[config.mk]
export PLATFORM = sky130hd
export DESIGN_NAME = link_break_seq
export DESIGN_NICKNAME = d
export VERILOG_FILES = /design/src/rtl/lbs_pkg.sv /design/src/rtl/lbs_clkgen.sv /design/src/rtl/lbs_phase_ctr.sv /design/src/rtl/lbs_ctrl.sv /design/src/rtl/link_break_seq.sv
export SDC_FILE = /design/constraint.sdc
export NUM_CORES = 1
export LEC_CHECK = 0
export BUFFER_PORTS_ARGS = -buffer_cell sky130_fd_sc_hd__buf_2
export CAP_MARGIN = 20
export CORE_ASPECT_RATIO = 0.9
export CORE_MARGIN = 2
export CORE_UTILIZATION = 50
export DETAILED_ROUTE_END_ITERATION = 12
export PLACE_DENSITY_LB_ADDON = 0.12
export SLEW_MARGIN = 10
export SYNTH_ARGS = -nofsm -noshare
export SYNTH_HDL_FRONTEND = slang
export SYNTH_SLANG_ARGS = --single-unit
export TNS_END_PERCENT = 30
[constraint.sdc]
create_clock -name clk -period 2.1 [get_ports clk]
set_input_delay 0.42 -clock clk [delete_from_list [all_inputs] [get_ports clk]]
set_output_delay 0.42 -clock clk [all_outputs]
set_load 0.05 [all_outputs]
[src/rtl/lbs_pkg.sv]
package lbs_pkg;
  typedef enum logic [2:0] {
    ST_IDLE  = 3'd0,
    ST_PRE   = 3'd1,
    ST_LOW   = 3'd2,
    ST_POST  = 3'd3,
    ST_BURST = 3'd4,
    ST_DONE  = 3'd5
  } lbs_state_e;

  localparam logic [7:0] OP_BREAK = 8'h01;
  localparam logic [7:0] OP_IDLE  = 8'h02;

  localparam logic [1:0] STAT_OK     = 2'b01;
  localparam logic [1:0] STAT_BADCMD = 2'b10;
endpackage

[src/rtl/lbs_clkgen.sv]
module lbs_clkgen #(
  parameter int DIV = 4
) (
  input  logic clk,
  input  logic rst_n,
  input  logic run,
  output logic link_clk,
  output logic period_end
);
  localparam int CW   = (DIV > 2) ? $clog2(DIV) : 1;
  localparam int HALF = DIV / 2;

  logic [CW-1:0] cnt_q, cnt_d;
  logic          cnt_en;

  always_comb begin
    cnt_en = run || (cnt_q != '0);
    if (!run)                        cnt_d = '0;
    else if (cnt_q == CW'(DIV - 1))  cnt_d = '0;
    else                             cnt_d = cnt_q + 1'b1;
  end

  always_ff @(posedge clk or negedge rst_n) begin
    if (!rst_n)      cnt_q <= '0;
    else if (cnt_en) cnt_q <= cnt_d;
  end

  assign link_clk   = !run || (cnt_q >= CW'(HALF));
  assign period_end = run && (cnt_q == CW'(DIV - 1));
endmodule

[src/rtl/lbs_phase_ctr.sv]
module lbs_phase_ctr #(
  parameter int W = 14
) (
  input  logic         clk,
  input  logic         rst_n,
  input  logic         load,
  input  logic [W-1:0] load_val,
  input  logic         dec,
  output logic         last
);
  logic [W-1:0] cnt_q, cnt_d;
  logic         cnt_en;

  always_comb begin
    cnt_en = load || dec;
    cnt_d  = load ? load_val : (cnt_q - 1'b1);
  end

  always_ff @(posedge clk or negedge rst_n) begin
    if (!rst_n)      cnt_q <= '0;
    else if (cnt_en) cnt_q <= cnt_d;
  end

  assign last = (cnt_q == W'(1));
endmodule

[src/rtl/lbs_ctrl.sv]
module lbs_ctrl
  import lbs_pkg::*;
#(
  parameter int W         = 14,
  parameter int PRE_CLKS  = 50,
  parameter int LOW_CLKS  = 256,
  parameter int POST_CLKS = 16000
) (
  input  logic         clk,
  input  logic         rst_n,
  input  logic         cmd_valid,
  input  logic [31:0]  cmd_data,
  input  logic         period_end,
  input  logic         last,
  output logic         cmd_ready,
  output logic         busy,
  output logic         run,
  output logic         load,
  output logic [W-1:0] load_val,
  output logic         dec,
  output logic         stat_valid,
  output logic [1:0]   stat_code,
  output logic         link_data
);
  lbs_state_e state_q, state_d;
  logic [1:0] code_q, code_d;
  logic       code_en;
  logic       accept;
  logic [7:0] opcode;
  logic [7:0] burst_n;

  assign accept  = cmd_valid && (state_q == ST_IDLE);
  assign opcode  = cmd_data[7:0];
  assign burst_n = cmd_data[15:8];

  always_comb begin
    state_d  = state_q;
    code_d   = code_q;
    code_en  = 1'b0;
    load     = 1'b0;
    load_val = '0;
    dec      = 1'b0;
    case (state_q)
      ST_IDLE: begin
        if (accept) begin
          code_en = 1'b1;
          code_d  = STAT_OK;
          if (opcode == OP_BREAK) begin
            load     = 1'b1;
            load_val = W'(PRE_CLKS);
            state_d  = ST_PRE;
          end else if (opcode == OP_IDLE) begin
            if (burst_n != 8'd0) begin
              load     = 1'b1;
              load_val = W'(burst_n);
              state_d  = ST_BURST;
            end else begin
              state_d  = ST_DONE;
            end
          end else begin
            code_d  = STAT_BADCMD;
            state_d = ST_DONE;
          end
        end
      end
      ST_PRE: if (period_end) begin
        if (last) begin
          load     = 1'b1;
          load_val = W'(LOW_CLKS);
          state_d  = ST_LOW;
        end else dec = 1'b1;
      end
      ST_LOW: if (period_end) begin
        if (last) begin
          load     = 1'b1;
          load_val = W'(POST_CLKS);
          state_d  = ST_POST;
        end else dec = 1'b1;
      end
      ST_POST, ST_BURST: if (period_end) begin
        if (last) state_d = ST_DONE;
        else      dec     = 1'b1;
      end
      ST_DONE: state_d = ST_IDLE;
      default: state_d = ST_IDLE;
    endcase
  end

  always_ff @(posedge clk or negedge rst_n) begin
    if (!rst_n) state_q <= ST_IDLE;
    else        state_q <= state_d;
  end

  always_ff @(posedge clk or negedge rst_n) begin
    if (!rst_n)       code_q <= STAT_OK;
    else if (code_en) code_q <= code_d;
  end

  assign cmd_ready  = (state_q == ST_IDLE);
  assign busy       = (state_q != ST_IDLE);
  assign run        = (state_q == ST_PRE) || (state_q == ST_LOW) ||
                      (state_q == ST_POST) || (state_q == ST_BURST);
  assign stat_valid = (state_q == ST_DONE);
  assign stat_code  = code_q;
  assign link_data  = (state_q != ST_LOW);
endmodule

[src/rtl/link_break_seq.sv]
module link_break_seq #(
  parameter int DIV       = 4,
  parameter int PRE_CLKS  = 50,
  parameter int LOW_CLKS  = 256,
  parameter int POST_CLKS = 16000
) (
  input  logic        clk,
  input  logic        rst_n,
  input  logic        cmd_valid,
  output logic        cmd_ready,
  input  logic [31:0] cmd_data,
  output logic        busy,
  output logic        stat_valid,
  output logic [1:0]  stat_code,
  output logic        link_clk,
  output logic        link_data
);
  localparam int MAX_A = (PRE_CLKS > LOW_CLKS) ? PRE_CLKS : LOW_CLKS;
  localparam int MAX_B = (POST_CLKS > 255) ? POST_CLKS : 255;
  localparam int MAXC  = (MAX_A > MAX_B) ? MAX_A : MAX_B;
  localparam int W     = $clog2(MAXC + 1);

  logic         run, period_end, last, load, dec;
  logic [W-1:0] load_val;

  lbs_clkgen #(.DIV(DIV)) u_clkgen (
    .clk        (clk),
    .rst_n      (rst_n),
    .run        (run),
    .link_clk   (link_clk),
    .period_end (period_end)
  );

  lbs_phase_ctr #(.W(W)) u_phase (
    .clk      (clk),
    .rst_n    (rst_n),
    .load     (load),
    .load_val (load_val),
    .dec      (dec),
    .last     (last)
  );

  lbs_ctrl #(
    .W(W), .PRE_CLKS(PRE_CLKS), .LOW_CLKS(LOW_CLKS), .POST_CLKS(POST_CLKS)
  ) u_ctrl (
    .clk        (clk),
    .rst_n      (rst_n),
    .cmd_valid  (cmd_valid),
    .cmd_data   (cmd_data),
    .period_end (period_end),
    .last       (last),
    .cmd_ready  (cmd_ready),
    .busy       (busy),
    .run        (run),
    .load       (load),
    .load_val   (load_val),
    .dec        (dec),
    .stat_valid (stat_valid),
    .stat_code  (stat_code),
    .link_data  (link_data)
  );
endmodule

# Word-level counts from Yosys, hierarchy flattened

Index checks and enable logic that the tools add are counted.

Register bits after elaboration: 21
Output and inout port bits: 7
Logic and storage cells: 79
Input bits: 35

Reductions and logical operators: 18
Order comparisons: 1
Eq/ne operators: 17
Multiplexer cells: 37
Add/sub/neg operators: 2

Operators by type and width:

| cell                                                                     | count |
|---|---|
| 14-bit 2-to-1 mux                                                        | 7 |
| 14-bit one-hot mux with 3 select lines                                   | 1 |
| 3-bit 2-to-1 mux                                                         | 8 |
| 14-bit by 1-bit == test with 1-bit output (second input constant)        | 1 |
| 14-bit by 1-bit subtractor with 14-bit output (second input constant)    | 1 |
| 1-bit 2-to-1 mux                                                         | 13 |
| 2-bit inequality test (second input constant)                            | 6 |
| 3-bit one-hot mux with 4 select lines                                    | 1 |
| 9-bit 2-to-1 mux                                                         | 1 |
| 8-bit by 1-bit == test with 1-bit output (second input constant)         | 1 |
| 8-bit by 2-bit == test with 1-bit output (second input constant)         | 1 |
| 2-bit 2-to-1 mux                                                         | 4 |
| 8-bit 2-to-1 mux                                                         | 1 |
| 8-bit nonzero test                                                       | 1 |
| 7-bit AND reduction                                                      | 1 |
| 3-bit by 2-bit == test with 1-bit output (second input constant)         | 2 |
| 3-bit == test (second input constant)                                    | 2 |
| 1-bit logical OR                                                         | 6 |
| 2-bit OR reduction                                                       | 2 |
| 4-bit OR reduction                                                       | 1 |
| 3-bit by 1-bit == test with 1-bit output (second input constant)         | 1 |
| 3-bit logical NOT                                                        | 1 |
| 3-bit by 2-bit inequality test with 1-bit output (second input constant) | 1 |
| 3-bit AND reduction                                                      | 1 |
| 9 further kinds                                                          | 10 |

# Longest topological paths before layout

Gate-level depths: netlist (run 1).

Depth in word-level cells: 8
Gate-level depth with buffers: 9
Depth with buffers taken out: 8

# By module

A second synthesis (run 1) with hierarchy kept.

Cells, all modules: 164
Area total of the unflattened synthesis: 1562.7 µm²

By module, submodules not included:

| module        | cells each | sequential area each (µm²) | times used | area an instance (µm²) |
|---|---|---|---|---|
| lbs_phase_ctr | 83         | 350.3                      | 1          | 838.3 |
| lbs_ctrl      | 65         | 126.4                      | 1          | 578.1 |
| lbs_clkgen    | 16         | 50.0                       | 1          | 146.4 |

# Least setup slack after synthesis (run 1)

Ideal clock, no wire load.

Path type: register -> output
Start: reg u_ctrl.state_q[1]
End: out link_clk
Cell stages (with the launch flop): 6
Slack: -0.301 ns
Data required time: 1.680 ns
Arrival time: 1.981 ns
Buffers on the path: 1
Cell sequence: dfrtp_1 -> buf_6 -> nor3_4 -> inv_2 -> nand2_1 -> or3_1

Longest elaborated chain between the ends: 6
Elaborated cells between the ends (all ways): 9
Classes of those cells: eq/ne (4); reduce/logical (5)

Ends and longest elaborated chain:

| item                                                                                                 | RTL line             | RTL |
|---|---|---|
| start, declared                                                                                      | lbs_ctrl.sv:25       | `lbs_state_e state_q, state_d;` |
| start signal, assigned                                                                               | lbs_ctrl.sv:91       | `else state_q <= state_d;` |
| 3-bit by 1-bit == test with 1-bit output or 3-bit by 2-bit == test with 1-bit output (tied branches) | lbs_ctrl.sv:101      | `assign run = (state_q == ST_PRE) \|\| (state_q == ST_LOW) \|\|` |
| 1-bit logical OR (2 in series)                                                                       | lbs_ctrl.sv:101      |  |
| 1-bit logical OR *                                                                                   | lbs_ctrl.sv:102      | `(state_q == ST_POST) \|\| (state_q == ST_BURST);` |
| 1-bit logical NOT *                                                                                  | n/a                  |  |
| 1-bit logical OR *                                                                                   | lbs_clkgen.sv:28     | `assign link_clk = !run \|\| (cnt_q >= CW'(HALF));` |
| end, declared                                                                                        | link_break_seq.sv:15 | `output logic link_clk,` |

Mark *: on every way between the ends. The rest lies on a longest branch, timed or not.

# Worst setup path in the final report (run 1)

Start: reg u_ctrl.state_q[2]
End: out link_data

Longest elaborated chain between the ends: 1

Ends and longest elaborated chain:

| item                                             | RTL line             | RTL |
|---|---|---|
| 3-bit by 2-bit inequality test with 1-bit output | lbs_ctrl.sv:105      | `assign link_data = (state_q != ST_LOW);` |
| end, declared                                    | link_break_seq.sv:16 | `output logic link_data` |

Every way passes these cells.

==> results of run 1 <==
==> through the flow <==
stage | utilization, % | power (W) | hold WS [ns] | cells | area, sq um
after floorplan | - | 0.001611 | 0.1244 | 176 | 1568
after global placement | 60.07 | 0.001869 | 0.4090 | 250 | 1799
after detailed placement | 60.07 | 0.001912 | 0.4159 | 250 | 1799
after CTS | 62.03 | 0.002180 | 0.06425 | 257 | 1858
after global routing | 62.45 | 0.002361 | 0.08098 | 258 | 1871
final | 62.45 | 0.002189 | 0.04607 | 258 | 1871
==> cell usage after synthesis, types with 3 or more instances <==
master and count:
dfrtp_1 20, nand2_1 14, nor4_1 4, a21oi_1 11, nand3_1 13, o21ai_1 4, and3_1 4, nor2_1 17
xnor2_1 3, ha_1 5, nor3_1 6, inv_1 9, o21ai_0 7, xor2_1 5, o22ai_1 5
==> power groups by stage <==
stage / Combinational [W] / Sequential (W) / Clock, W
2_1_floorplan: 0.000875 / 0.000736 / 0
3_3_place_gp: 0.00108 / 0.000786 / 0
3_5_place_dp: 0.00111 / 0.000798 / 0
4_1_cts: 0.00118 / 0.000785 / 0.000210
5_1_grt: 0.00131 / 0.000821 / 0.000225
6_report: 0.00120 / 0.000790 / 0.000202
==> sequential cells by signal, summed over array words and instances (netlist names) <==
name	count
u_clkgen.cnt_q	2
u_ctrl.stat_code	2
u_ctrl.state_q	3
u_phase.cnt_q	14
==> critical path, stage by stage (launching register included) <==
cell	delay, ns
dfrtp_2	0.48
buf_4	0.19
nand2b_1	0.17
or2_2	0.29
buf_2	0.22
==> worst paths after layout <==
kind,end
min in group clk,u_phase.cnt_q[3]$_DFFE_PN0P_
worst max-delay path,link_data
worst min-delay path,u_clkgen.cnt_q[1]$_DFFE_PN0P_
max in group asynchronous,u_ctrl.state_q[2]$_DFFE_PN0P_
worst min register to register,u_ctrl.stat_code[0]$_DFFE_PN1P_
worst max register to register,u_phase.cnt_q[6]$_DFFE_PN0P_
==> placed cells by master, fill, tap and decap left out, types with 4 or more instances in the layout <==
cell type,count
a21oi_1,11
buf_2,24
buf_4,17
dfrtp_1,17
ha_1,5
inv_1,9
nand2_1,14
nand3_1,13
nor2_1,17
nor3_1,6
nor4_1,4
o21ai_0,7
o21ai_1,4
o22ai_1,5
xor2_1,5
==> repair_timing <==
item | CTS | global route
gates resized for setup | 3 | 5
gates cloned | 0 | 0
endpoints found under the hold margin | 0 | 0
pin swaps | 2 | 2
endpoints found under the setup margin | 1 | 11
setup buffers | 3 | 1
==> kinds of logic after synthesis <==
family | share of synthesized area [%]
AO/OA/AOI/OAI | 17.52
XOR/XNOR | 4.542
adder cells (fa/ha/maj) | 4.055
buffers and inverters | 4.784
flip-flops | 34.14
multiplexers | 2.028
AND/OR/NAND/NOR | 32.93
==> per-layer routing <==
layer  global-route usage, %  part of all wire, %  wire (microns)  vias to the layer above
met2                   38.40                   48            1713                       35
met5                       0                    0               0                        -
li1                        -                    -               -                      720
met3                   3.006                  4.1             145                        4
met4                   6.349                 0.93              33                        0
met1                   27.45                   47            1667                      681
==> layout make-up <==
type	instances	area (sq um)	area share [%]
clock buffers	4	26.28	1.405
inverters	10	40.04	2.140
multi-input cells	140	973.4	52.04
flip-flops and latches	21	530.5	28.36
well taps	42	52.55	2.809
repair buffers	41	247.7	13.24
==> results_dict.tcl, run 1 <==
set metrics [dict create \
    rsz0062_at_grt "true" \
    synthFlopType "dfrtp_1" \
    globalplace.congestion 0.8824 \
    crit_fanout 9 \
    synth_largest_area_cell "dfrtp_1" \
    fp.dieH_microns 56.70 \
    grt_pass1_wl_microns 6161 \
    maxSlewViolCount 0 \
    vdd_drop_max_mv 0.5520 \
    cts_root_buf "clkbuf_4" \
    outcome "completed" \
    synth_top_cell_area_share_pct 32.44 \
    clockPowerShare_pct 9.2 \
    layout_setup_ws_ns 0.02903 \
    cts_tree "done" \
    worstPathRequired_ns 1.68 \
    fin_crit_sh_pct 98.62 \
    first_global_vias 1406 \
    vias 1440 \
    p_leak_nw 0.7893 \
    drt-total-wl_microns 3559 \
    clk_latency_ns 0.31 \
    p_per_area_nw_per_um2 1170 \
    reg2reg_slack_ns 0.15 \
    io_pins 42 \
    cts.sinks 21 \
    slew_headroom_pct 67.59 \
    yosys_warnings 0 \
    critPathKind "reg -> out" \
    avgViaCountPerCell 5.581 \
    cts_made_buffers 3 \
    overflow 0 \
    cts_hold_buf 0 \
    cp-end-kind "output pin" \
    fp.coreArea_sq_um 2995 \
    layout.nets 257 \
    antenna_cells 0 \
    critPathArrivalTime_ns 1.65 \
    yosysUniqueCellTypes 53 \
    cap_viol_max_count 0 \
    fp.dieW_microns 62.55 \
    avgRoutedWirePerCell_microns 13.79 \
    drive_above_1_share_pct 31.02 \
    ys_async_sr_fraction_pct 100.0 \
    grt_antenna_before_repair 0 \
    rr_worst_depth 9 \
    setup_viol 0 \
    dr.pass1.iters 4 \
    swShare_pct 47.08 \
    hold_path_class "in -> async" \
    max-clock-path-buffers 2 \
    dieArea_sq_um 3546 \
    clk_pin_slew_ns 0.13 \
    comb_power_share_pct 54.7 \
    startpoint_type "register" \
    port-buffer-count 25 \
    rows 19 \
    post-dp-hpwl_microns 2734 \
    clock_skew_ns 0.008592 \
    fin_setup_tns_ns 0 \
    area_growth_pct 21.25 \
    finalCriticalPeriod_ns 2.071 \
    tightest_slew_ns 0.4861 \
    grt_max_degree 22 \
    synthCells 176 \
    startpoint "u_ctrl.state_q[2]$_DFFE_PN0P_" \
    nFillCells 279 \
    initial_utilization_pct 51.50 \
    synth_nets 216 \
    grtUsageTotal_pct 21.63 \
    hold_violations 0 \
    r2r-start "u_phase.cnt_q[1]$_DFFE_PN0P_" \
    fmaxAchievable_ghz 0.4829 \
    synth.area.top_cells "dfrtp_1, nand3_1, nor2_1" \
    synth_edf_count 0 \
    drc 0 \
    ys_seq_elements 21 \
    power_frac_seq_pct 36.1 \
    p_sw_w 0.001031 \
    ant_nets 0 \
    postSynthAreaPerCell_sq_um 8.766 \
    p_int_w 0.001159 \
    syn_area_sq_um 1543 \
    htree_levels 1 \
    synth_seq_area_share_pct 34.14 \
    dr.first_iter.drc_count 65 \
    pre_cts_ws_ns 0.07729 \
]
Note: power is estimated with default switching activity, not from simulation.
==> inputs of run 2 (changes only) <==
--- a/config.mk
+++ b/config.mk
@@ -9,11 +9,12 @@
 export CAP_MARGIN = 20
 export CORE_ASPECT_RATIO = 0.9
 export CORE_MARGIN = 2
-export CORE_UTILIZATION = 50
+export CORE_UTILIZATION = 47
 export DETAILED_ROUTE_END_ITERATION = 12
 export PLACE_DENSITY_LB_ADDON = 0.12
 export SLEW_MARGIN = 10
 export SYNTH_ARGS = -nofsm -noshare
 export SYNTH_HDL_FRONTEND = slang
+export SYNTH_HIERARCHICAL = 1
 export SYNTH_SLANG_ARGS = --single-unit
 export TNS_END_PERCENT = 30
==> constraint.sdc (replaced) <==
create_clock -name clk -period 1.8 [get_ports clk]
set_input_delay 0.36 -clock clk [delete_from_list [all_inputs] [get_ports clk]]
set_output_delay 0.36 -clock clk [all_outputs]
set_load 0.05 [all_outputs]
==> run 2 against run 1 <==
  * The run now ends with setup timing left
  * Area after synthesis increased by 1.3%
  * Die area rose by 7.2%
  * Global-route usage grew 0.22 points
  * Non-clock buffer count rose by 29
  * Via count down 0.83%
  * Total power increased by 20%
  * Cell count grew 4.3%
  * Critical path depth up 4
  * Clock power up 56%
  * Register-to-register slack lost 0.56 ns
  * Cell area increased by 16%
  * Highest routed layer unchanged
==> results_dict.tcl, run 2 <==
set metrics [dict create \
    fp.dieW_microns 64.78 \
    ys_seq_elements 21 \
    synth_common_cells "dfrtp_1, nand2_1, o21ai_1" \
    cp_slowest_cell "dfrtp_1" \
    dr.max_layer_used "met4" \
    slew_headroom_pct 67.71 \
    clk_pin_slew_ns 0.08 \
    fp.coreArea_sq_um 3114 \
    top_regs "u_phase/cnt_q (14), u_ctrl/state_q (3)" \
    cts_tree "done" \
    overflow 0 \
    largest_register_ffs 14 \
    path_cells "nor4_4 -> nand2_1 -> nor4bb_4 -> and3b_2 -> a21oi_2 -> a31oi_2 -> buf_6 -> mux2_4" \
    layout_commonest_cell "buf_4" \
    crit_fanout 5 \
    dr.first_iter.drc_count 53 \
    fmaxAchievable_ghz 0.4525 \
    syn_area_sq_um 1563 \
    swShare_pct 41.81 \
    p_int_w 0.001529 \
    fin_util_pct 69.87 \
    cts_root_buf "clkbuf_8" \
    layout_setup_ws_ns -0.4098 \
    port-buffer-count 25 \
    avgRoutedWirePerCell_microns 13.78 \
    area_growth_pct 39.23 \
    layout.nets 268 \
    regMostFlops "u_phase/cnt_q" \
    synth.area.top_cells "dfrtp_1, xnor2_1, nand2_1" \
    hold_violations 0 \
    critPathArrivalTime_ns 2.36 \
    avgViaCountPerCell 5.309 \
    cap_viol_max_count 0 \
    finalCriticalPeriod_ns 2.210 \
    grt_antenna_before_repair 0 \
    ys_async_sr_fraction_pct 100.0 \
    grt_max_degree 22 \
    vias 1428 \
    cts_hold_buf 0 \
    drive_above_1_share_pct 45.37 \
    comb_power_share_pct 58.7 \
    met1_length_microns 1677 \
    synth_nets 204 \
    synth_seq_area_share_pct 33.71 \
    cp-end-kind "register" \
    tightest_slew_ns 0.4843 \
    max-clock-path-buffers 2 \
    synth_largest_area_cell "dfrtp_1" \
    hold_path_class "in -> async" \
    wl_met3_microns 154 \
    ant_nets 0 \
    drc 0 \
    synthFlopType "dfrtp_1" \
    antenna_cells 0 \
    io_pins 42 \
    crit_family "simple AND/OR/NAND/NOR gates" \
    fp.dieH_microns 58.71 \
    cts.sinks 21 \
    globalplace.congestion 0.8672 \
    first_global_vias 1413 \
    p_leak_nw 1.016 \
    outcome "finished with violations" \
    htree_levels 1 \
    synth_top_cell_area_share_pct 32.03 \
    rsz0062_at_grt "true" \
    dr_wl_met2_microns 1855 \
    fin_crit_sh_pct 122.8 \
    synthCells 164 \
    synth_edf_count 0 \
    dieArea_sq_um 3803 \
    cts_made_buffers 3 \
    yosysUniqueCellTypes 47 \
    yosys_warnings 6 \
    worstPathRequired_ns 1.95 \
    startpoint_type "register" \
    maxSlewViolCount 0 \
    dr.pass1.iters 4 \
    clk_latency_ns 0.26 \
    grt_pass1_wl_microns 6361 \
    layout_common_cells "buf_4, buf_2, dfrtp_1, nand2_1, o21ai_1" \
    setup_viol 16 \
    clockPowerShare_pct 12.0 \
    power_frac_seq_pct 29.3 \
    p_per_area_nw_per_um2 1208 \
    vdd_drop_max_mv 0.7934 \
    grtUsageTotal_pct 21.86 \
    max_stage_delay_ns 0.41 \
    violations "setup timing" \
    synth_most_common_cell "dfrtp_1" \
    clock_skew_ns 0.003484 \
    drt-total-wl_microns 3706 \
    p_sw_w 0.001099 \
    cp.buffers_inverters 1 \
    rows 19 \
    post-dp-hpwl_microns 2955 \
    finalPower_w 0.002628 \
    critPathKind "reg -> reg" \
    initial_utilization_pct 50.18 \
    postSynthAreaPerCell_sq_um 9.529 \
]
-- run 2: metrics by stage --
step	hold WS, ns	setup TNS, ns	std cells	instance area [sq um]	worst slack (ns)
detailed placement	0.3529	-5.618	264	2079	-0.4450
finish	0.04617	-4.874	269	2176	-0.4098
floorplan	0.06441	-6.914	164	1638	-0.5179
CTS	0.05890	-5.703	268	2135	-0.4470
global route	0.07880	-7.309	269	2176	-0.5448
global placement	0.3452	-4.410	264	2079	-0.3585
-- run 2: cells by family (layout without fill, tap and decap cells) --
kind of cell	Yosys count	in the layout	synth area share, %
mux	2	2	1.441
simple gates	71	71	33.47
fa+ha+maj	5	5	4.003
xor+xnor	16	16	8.968
compound gates	31	31	12.97
flops	21	21	33.71
buf+inv	18	81	5.445
-- run 2: final timing paths --
| check | from | end | slack (ns) | cells past startpoint |
|---|---|---|---|---|
| min reg2reg | u_ctrl/stat_code[0]$_DFFE_PN1P_ | u_ctrl/stat_code[0]$_DFFE_PN1P_ | 0.52 | 2 |
| max reg2reg | u_phase/cnt_q[8]$_DFFE_PN0P_ | u_phase/cnt_q[11]$_DFFE_PN0P_ | -0.41 | 8 |
| max in group asynchronous | rst_n | u_ctrl/stat_code[0]$_DFFE_PN1P_ | 1.41 | 1 |
| min in group clk | cmd_valid | u_ctrl/state_q[2]$_DFFE_PN0P_ | 0.35 | 2 |
| min | rst_n | u_ctrl/state_q[0]$_DFFE_PN0P_ | 0.05 | 1 |
| max | u_phase/cnt_q[8]$_DFFE_PN0P_ | u_phase/cnt_q[11]$_DFFE_PN0P_ | -0.41 | 8 |
-- run 2: layout make-up --
cell class                 count  area (sq um)
timing repair buffer          70         490.5
multi-input combinational    125          1035
sequential                    21         526.8
tap                           42         52.55
inverter                       7         26.28
clock buffer                   4         45.04
fill                         233         938.4
-- run 2: power groups by stage --
stage | registers (W) | logic (W) | clock network [W]
4_1_cts | 0.000768 | 0.00153 | 0.000330
3_5_place_dp | 0.000774 | 0.00151 | 0
5_1_grt | 0.000792 | 0.00167 | 0.000348
3_3_place_gp | 0.000764 | 0.00148 | 0
6_report | 0.000769 | 0.00154 | 0.000315
2_1_floorplan | 0.000909 | 0.000806 | 0
-- run 2: routing by layer --
| layer | global-route usage (%) | up-vias |
|---|---|---|
| li1 | - | 714 |
| met4 | 6.383 | 0 |
| met1 | 28.35 | 675 |
| met2 | 37.41 | 37 |
| met3 | 4.207 | 2 |
| met5 | 0 | - |
-- run 2: timing repair --
item / in CTS / in global routing
endpoints found under the setup margin: 17 / 19
setup buffers: 0 / 1
gates resized for setup: 3 / 10
pin swaps: 6 / 0
gates cloned: 0 / 0
-- run 2: worst register-to-register path: stages (launching register included) --
cell and delay [ns]:
dfrtp_1 0.41, nor4_4 0.31, nand2_1 0.14, nor4bb_4 0.30
and3b_2 0.25, a21oi_2 0.06, a31oi_2 0.17, buf_6 0.15
mux2_4 0.30
